[config.mk]
export PLATFORM = sky130hd
export DESIGN_NAME = abus_rd_master
export DESIGN_NICKNAME = d
export VERILOG_FILES = /design/src/rtl/abus_rd_master.sv
export SDC_FILE = /design/constraint.sdc
export NUM_CORES = 1
export LEC_CHECK = 0
export BUFFER_PORTS_ARGS = -buffer_cell sky130_fd_sc_hd__buf_2
export CAP_MARGIN = 40
export CORE_MARGIN = 3
export CORE_UTILIZATION = 40
export DETAILED_ROUTE_END_ITERATION = 12
export GPL_TIMING_DRIVEN = 0
export PLACE_DENSITY_LB_ADDON = 0.05
export SYNTH_ARGS = -nofsm -noshare
export SYNTH_HDL_FRONTEND = slang
export SYNTH_SLANG_ARGS = --single-unit
[constraint.sdc]
create_clock -name clk -period 2.15 [get_ports clk]
set_input_delay 0.43 -clock clk [delete_from_list [all_inputs] [get_ports clk]]
set_output_delay 0.43 -clock clk [all_outputs]
set_load 0.01 [all_outputs]
[src/rtl/abus_rd_master.sv]
module abus_rd_master #(
  parameter int AW   = 23,
  parameter int SYNC = 2
) (
  input  logic          clk,
  input  logic          rst_n,
  input  logic          req_start,
  input  logic [AW:0]   req_addr,
  input  logic [1:0]    req_size,
  output logic          busy,
  output logic          done,
  output logic [31:0]   result,
  output logic [AW:1]   bus_addr,
  output logic          bus_as_n,
  output logic          bus_uds_n,
  output logic          bus_lds_n,
  input  logic          bus_dtack_n,
  input  logic [15:0]   bus_data
);

  typedef enum logic [2:0] {
    S_IDLE, S_ADDR, S_STROBE, S_WAIT, S_LATCH, S_NEG, S_REL
  } st_t;

  st_t state, nxt;
  logic [SYNC-1:0]       ack_pipe;
  logic [SYNC-1:0][15:0] dat_pipe;
  logic ack_s, is_byte, is_long, second, a0;
  logic [15:0] dat_s;

  assign ack_s = ack_pipe[SYNC-1];
  assign dat_s = dat_pipe[SYNC-1];

  always_ff @(posedge clk) begin
    if (!rst_n) begin
      ack_pipe <= '0;
      dat_pipe <= '0;
    end else begin
      ack_pipe <= {ack_pipe[SYNC-2:0], ~bus_dtack_n};
      dat_pipe <= {dat_pipe[SYNC-2:0], bus_data};
    end
  end

  always_comb begin
    nxt = state;
    case (state)
      S_IDLE:   if (req_start) nxt = S_ADDR;
      S_ADDR:   nxt = S_STROBE;
      S_STROBE: nxt = S_WAIT;
      S_WAIT:   if (ack_s) nxt = S_LATCH;
      S_LATCH:  nxt = S_NEG;
      S_NEG:    nxt = S_REL;
      S_REL:    if (!ack_s) nxt = (is_long && !second) ? S_ADDR : S_IDLE;
      default:  nxt = S_IDLE;
    endcase
  end

  wire as_on = (nxt == S_ADDR) || (nxt == S_STROBE) || (nxt == S_WAIT) || (nxt == S_LATCH);
  wire ds_on = (nxt == S_STROBE) || (nxt == S_WAIT) || (nxt == S_LATCH);

  always_ff @(posedge clk) begin
    if (!rst_n) begin
      state     <= S_IDLE;
      bus_as_n  <= 1'b1;
      bus_uds_n <= 1'b1;
      bus_lds_n <= 1'b1;
      bus_addr  <= '0;
      busy      <= 1'b0;
      done      <= 1'b0;
      result    <= '0;
      is_byte   <= 1'b0;
      is_long   <= 1'b0;
      second    <= 1'b0;
      a0        <= 1'b0;
    end else begin
      state     <= nxt;
      done      <= 1'b0;
      bus_as_n  <= ~as_on;
      bus_uds_n <= ~(ds_on && (!is_byte || !a0));
      bus_lds_n <= ~(ds_on && (!is_byte || a0));
      case (state)
        S_IDLE: if (req_start) begin
          bus_addr <= req_addr[AW:1];
          a0       <= req_addr[0];
          is_byte  <= (req_size == 2'd0);
          is_long  <= req_size[1];
          second   <= 1'b0;
          busy     <= 1'b1;
        end
        S_LATCH: begin
          if (is_byte)               result <= {24'h0, a0 ? dat_s[7:0] : dat_s[15:8]};
          else if (!is_long)         result <= {16'h0, dat_s};
          else if (!second)          result[31:16] <= dat_s;
          else                       result[15:0]  <= dat_s;
        end
        S_REL: if (!ack_s) begin
          if (is_long && !second) begin
            second   <= 1'b1;
            bus_addr <= bus_addr + 1'b1;
          end else begin
            done <= 1'b1;
            busy <= 1'b0;
          end
        end
        default: ;
      endcase
    end
  end

endmodule

* After elaboration in Yosys (flattened, before gate mapping) *
Index checks and enable logic that the tools add are counted.

storage, ports and cells
  word-level logic and storage cells = 84
  ROM bits = 0
  output and inout port bits = 60
  latch bits = 0
  register bits after elaboration = 101
  memories = 0
  bits in writable memories = 0

cells by class
  bitwise logic cells = 6
  divide/modulo/power cells = 0
  eq/ne operators = 16
  shift operators = 0
  reductions and logical operators = 22
  $mul = 0
  magnitude comparators = 0
  mux-type cells = 23
  add/sub/neg operators = 1

operators with widths
  kind                                                                   count
  23-bit two-way mux                                                     3
  32-bit two-way mux                                                     2
  23-bit case mux with 2 select lines                                    1
  16-bit two-way mux                                                     2
  23-bit by 1-bit adder with 23-bit output, second input constant        1
  3-bit case mux with 7 select lines                                     1
  3-bit by 2-bit equality test with 1-bit output, second input constant  4
  3-bit equality test, second input constant                             4
  3-bit two-way mux                                                      3
  1-bit two-way mux                                                      8
  8-bit two-way mux                                                      1
  2-bit != test, second input constant                                   4
  4-bit AND reduction                                                    2
  1-bit logical OR                                                       7
  3-bit by 1-bit equality test with 1-bit output, second input constant  2
  1-bit inverter                                                         6
  2-bit AND reduction                                                    3
  1-bit case mux with 2 select lines                                     2
  1-bit logical AND                                                      3
  1-bit logical NOT                                                      3
  3-bit logical NOT                                                      1
  3-bit by 2-bit != test with 1-bit output, second input constant        1
  3-bit != test, second input constant                                   1
  3-bit OR reduction                                                     1
  other kinds (2)                                                        2

* Longest topological paths before layout *
Gate-level depths: netlist of run 1.

  word-level depth = 10
  mapped depth = 7
  depth with buffers taken out = 5

* Worst setup path before layout of run 1 *
Ideal clock, no wire load.

  path kind = register to register
  from = register bus_addr[1] (netlist name)
  to = register bus_addr[21] (netlist name)
  arrival time = 2.147 ns
  path slack = -0.118 ns
  setup time = 0.122 ns
  path buffers = 1
  cell stages (with the launch flop) = 7
  cell sequence = dfxtp_1 > ha_1 > nand4_2 > or4_1 > buf_2 > o311a_1 > a221o_1

between the ends
  longest elaborated chain between the ends = 4

ends and longest elaborated chain
  item                                      line  RTL
  start: declaration                        13    output logic [AW:1] bus_addr,
  start signal: assignment                  83    bus_addr <= req_addr[AW:1];
  start signal: assignment                  99    bus_addr <= bus_addr + 1'b1;
  23-bit by 1-bit adder with 23-bit output  99
  23-bit two-way mux                        97    if (is_long && !second) begin
  23-bit two-way mux                        96    S_REL: if (!ack_s) begin
  23-bit case mux with 2 select lines       81    case (state)

No other way between the ends. The select of a mux whose other input is x is not followed.
A chain may end at the register's enable or synchronous reset.

* Worst setup path after layout of run 1 *
  from = register bus_addr[2] (netlist name)
  to = register bus_addr[23] (netlist name)

Same word-level chain as after synthesis.

==> results of run 1 <==
==> metal layers <==
layer | wire length (um) | GRT usage, % | vias to the layer above | part of all wire (%)
met5 | 0 | 0 | - | 0
met4 | 63 | 4.69 | 0 | 0.52
met3 | 738 | 4.14 | 5 | 6.1
met2 | 5490 | 32.9 | 121 | 45
met1 | 5810 | 30.1 | 1911 | 48
li1 | - | - | 1985 | -
==> sequential cells by signal, indices dropped and copies added (netlist names), 2 cells and up <==
signal	cells
result	32
bus_addr	23
dat_pipe	16
dat_s	16
state	3
ack_pipe	2
==> kinds of logic (layout without fill, tap and decap cells) <==
kind of cell | Yosys count | after routing | synth area share (%)
flops | 101 | 101 | 47.7
compound gates | 125 | 125 | 20.9
simple gates | 199 | 199 | 25.6
mux | 4 | 4 | 0.945
buf+inv | 50 | 177 | 4.63
fa+ha+maj | 1 | 1 | 0.295
==> final cells by class <==
cell class	instances	area share (%)
Tap cell	133	3.16
Buffer	37	3.13
Timing Repair Buffer	111	10.8
Clock buffer	9	2.35
Clock inverter	7	1.28
Multi-Input combinational cell	329	39.6
Sequential cell	101	38.7
Inverter	13	0.925
==> stage by stage <==
step                power [mW]  util [%]
floorplan                 2.31         -
global placement          2.49      49.1
detailed placement        2.50      49.2
CTS                       3.67      51.7
global route              3.82      52.5
finish                    3.66      52.5
==> placed cells by master, fill, tap and decap left out, types with 3 or more instances in the layout <==
master    Yosys  final
o31a_1        3      3
o21ai_0      16     16
clkbuf_1     31     22
clkbuf_8      0      9
nor3_1       11     11
and2_1       40     40
o211ai_1     13     13
inv_1        13     13
or3_1         9      9
a211oi_1      4      4
dfxtp_4       0      3
nand2_1      47     47
clkbuf_2      1     10
a311oi_1      4      4
mux2i_1       4      4
a21oi_1      32     32
or4_1         5      5
o21a_1        3      3
nor2_1       39     39
nor4_1       14     14
nand3_1       8      8
o211a_1       9      9
nand4_4       1      3
buf_4         0      5
dfxtp_1     101     90
buf_2         3    108
a22oi_1      10     10
dfxtp_2       0      8
==> power by group through the flow <==
stage                     registers, mW  clock network (mW)  logic (mW)
after floorplan                    2.09                   0       0.224
after global placement             2.09                   0       0.406
after detailed placement           2.09                   0       0.410
after CTS                          2.05                1.20       0.424
after global routing               2.07                1.28       0.479
final                              2.05                1.17       0.429
==> what timing repair did <==
item,CTS,global route
gates resized for setup,13,26
endpoints found under the setup margin,20,35
buffers inserted,1,4
gates cloned,0,0
endpoints found under the hold margin,0,0
==> worst max path at each step <==
stage                startpoint            to  slack, ns  cells past startpoint
floorplan           bus_addr[1]  bus_addr[21]      0.002                      6
global placement    bus_addr[1]  bus_addr[23]      -0.19                      6
detailed placement  bus_addr[1]  bus_addr[23]      -0.20                      6
CTS                 bus_addr[9]  bus_addr[22]      0.003                      5
global route            is_long   bus_addr[1]      0.004                      6
finish              bus_addr[2]  bus_addr[23]       0.05                      6
==> run metrics, run 1 <==
Power Dens Cells 693 nW/um^2; hold depth 2; status completed; # fillers 992; Num CTS Buffers 9; Place WS -0.198 ns; crit-path max FO 10; Tcrit/Tclk final 97.9%; Reg2Reg Depth 6; Detailed Route Iter0 Violations 198; Area Growth Syn to Fin 24.4%; clk buf depth 2; Critical Path RT 2.42 ns; dominant cell type by area after synthesis dfxtp_1; drt first pass iters 5; die width 109 um; CTS tree built; count of final setup violators 0; post-placement cell area 4940 sq um; final instance area 5270 sq um; wire per inst 16.4 um; placed cells 719; WP data arrival 2.37 ns; Max Cap Viol 0; Reg clk slew, reported paths 0.10 ns; via/cell ratio 5.44; worst hold margin 0.235 ns; full die area 11,900 sq um; Largest delay share family, worst path simple AND/OR/NAND/NOR gates; Net Count, Synth 527; GRT overflow 0; Sequential Power Share 56.2%; Cell Chain, Critical Path ha_4, nand4_4, or4_1, buf_6, o311a_1, a221o_1; Final Worst Setup Slack 0.0459 ns; drt total wl 12,100 um; share of the synthesized area in the top cell type 47.7%; Clock Sinks 101; R2R Path End bus_addr[23]; prevailing post-synth register cell dfxtp_1; Antenna Nets Post-Route 0; asr flop ratio synth 0%; share of cells above drive strength 1 27.8%; most instantiated cells after synthesis dfxtp_1 (101), nand2_1 (47), and2_1 (40); Worst Tran Pin Value 0.625 ns; row count 36; CTS Hold Bufs 0; Combinational Power Share 11.7%; final slew viol count 0; R2R Path Start bus_addr[2]; nets@finish 649; crit end category flop; Synth Cell Area 4240 sq um; Worst Setup Start Kind flop; number of global-route vias before repair 3,808; Overall Global Routing Usage 21.0%; GP Congestion 0.830; largest net degree at the start of global routing 20; Root Buffer clkbuf_8; Avg Cell Area, Syn 8.83 sq um; WP buf/inv 1; antenna violations before repair 0; minimum clock period after layout 2.10 ns; Hold EP ack_pipe[0]; htree depth 3; warnings from Yosys 0; Worst Hold Class input port to flop; Worst VDD drop 0.000329 V; FF/Latch Area 2040 sq um; unrepaired setup endpoints after global routing false; max_slew headroom 58.3%; Clk pwr share 32.1%; Internal Dissipation 2.59 mW; net switching power figure 1.06 mW; sequential fraction of the synthesis area 47.7%; worst skew pair latency 0.37 ns; via count 4,022; CP peak stage delay 0.52 ns; final hold violations 0; PortBufs 105; fmax 0.475 GHz; Placeable Area 10,000 sq um; slowest cell on the critical path or4_1; min-delay src bus_dtack_n; worst reg-to-reg setup slack 0.05 ns; Initial Utilization 42.2%; Mapped Cells 480; IO Pins 106; top post-synthesis cells by area dfxtp_1 (48%), and2_1 (5.9%), nand2_1 (4.2%); Lkg Pwr 2.25 nW; cell with the most instances after synthesis dfxtp_1; Yosys reg bits 101; first-pass GRT wire length 19,500 um; # diodes 0; Die H 109 um; setup TNS 0 ns; area of the multi-input gates 2090 sq um; sw frac 29.1%; Detailed Place HPWL 8900 um; Post-synth EDFFs 0; count of cell types in the netlist 62; fin cells 740; crit path kind flop to flop; Fin Clk Skew 0.0135 ns; DRC 0
(Power assumes the default switching activity.)
==> run 2, diff against run 1 <==
SETUP_SLACK_MARGIN = 0.1   (was unset)
==> run 2 against run 1 <==
  * Clock power grew 4%
  * Register-to-register slack improved by 0.10 ns
  * Sequential cell count unchanged
  * Setup slack improved by 0.10 ns
  * Sequential power about the same
  * Core utilization grew 1.0 points
  * Via count about the same
  * Non-clock buffer count rose by 8
  * Total power increased by 2.0%
  * Hold slack got worse by 0.0050 ns
  * Global-route usage down 0.30 points
  * Largest cell class unchanged
==> run metrics, run 2 (synthesis gave the netlist of run 1 again) <==
status completed; Place WS -0.160 ns; antenna violations before repair 0; Fin Clk Skew 0.00889 ns; GP Congestion 0.884; Num CTS Buffers 9; commonest cells after routing, fill and taps aside buf_2 (109), dfxtp_1 (88), nand2_1 (47); row count 36; worst setup path startpoint bus_addr[1]; minimum clock period after layout 2.00 ns; unrepaired setup endpoints after global routing false; Overall Global Routing Usage 20.7%; crit end category flop; nets@finish 657; worst skew pair latency 0.37 ns; Power Dens Cells 694 nW/um^2; Area Growth Syn to Fin 26.8%; DRC 0; Pwr Total 3.73 mW; Initial Utilization 42.2%; final hold violations 0; largest net degree at the start of global routing 21; via count 4,023; Worst Setup Start Kind flop; drt first pass iters 5; biggest registers after layout result: 32 flops, bus_addr: 23 flops; fin cells 748; worst hold margin 0.230 ns; Detailed Place HPWL 8930 um; setup TNS 0 ns; Die H 109 um; post-placement cell area 4960 sq um; CTS tree built; final core occ 53.5%; first-pass GRT wire length 19,100 um; Antenna Nets Post-Route 0; Reg clk slew, reported paths 0.11 ns; via/cell ratio 5.38; IO Pins 106; max FFs per register 32; Clock Sinks 101; max_slew headroom 59.1%; # diodes 0; placed cells 719; R2R Path Start bus_addr[1]; Detailed Route Iter0 Violations 186; Worst VDD drop 0.000415 V; WP data arrival 2.27 ns; full die area 11,900 sq um; GRT overflow 0; share of cells above drive strength 1 29.8%; Max Cap Viol 0; Critical Path RT 2.42 ns; number of global-route vias before repair 3,760; clk buf depth 2; min-delay src bus_dtack_n; drt total wl 12,300 um; crit-path max FO 8; Worst Hold Class input port to flop; Placeable Area 10,000 sq um; commonest non-fill, non-tap cell in the layout buf_2; Worst Tran Pin Value 0.614 ns; wire per inst 16.5 um; Lkg Pwr 2.30 nW; final slew viol count 0; crit path kind flop to flop; # fillers 975; Final Worst Setup Slack 0.148 ns; die width 109 um; count of final setup violators 0; PortBufs 105; fmax 0.499 GHz; htree depth 3; final instance area 5380 sq um; Root Buffer clkbuf_8; Top reg by flops result; Tcrit/Tclk final 93.1%
[run 2: worst paths after layout]
path	endpoint	slack, ns	cells after the start
setup / recovery	bus_addr[23]	0.15	6
hold / removal	ack_pipe[0]	0.23	2
setup reg to reg	bus_addr[23]	0.15	6
hold reg to reg	dat_s[2]	0.44	1
[run 2: layout make-up]
class                      count  area (sq um)  share of cell area [%]
buffer                        37           174                    3.24
multi-input combinational    329          2100                    39.1
timing repair buffer         119           628                    11.7
clock buffer                   9           124                    2.30
tap                          133           166                    3.10
clock inverter                 7          77.6                    1.44
inverter                      13          48.8                   0.908
sequential                   101          2060                    38.2
[run 2: critical path, stage by stage (launching register included)]
cell,delay (ns)
dfxtp_4,0.38
ha_4,0.17
nand4_4,0.08
or4_1,0.50
buf_6,0.16
o311a_1,0.35
a221o_1,0.26
[run 2: where the power goes]
| part | internal, mW | switching (mW) | leakage, nW |
|---|---|---|---|
| Combinational | 0.195 | 0.258 | 1.36 |
| Sequential | 1.96 | 0.0929 | 0.834 |
| Clock | 0.466 | 0.757 | 0.100 |
| Total | 2.62 | 1.11 | 2.30 |
[run 2: what timing repair did]
item | 4_1_cts | 5_1_grt
endpoints found under the setup margin | 34 | 43
pin swaps | 1 | 1
resized for setup | 22 | 26
buffers inserted | 5 | 8
cloned | 0 | 0
hold buffers | 0 | 0
[run 2: layer usage]
layer	up-vias	wire length, um	global-route usage (%)
li1	1998	-	-
met1	1885	5990	29.9
met2	127	5420	31.8
met3	13	772	3.73
met4	0	143	5.59
met5	-	0	0
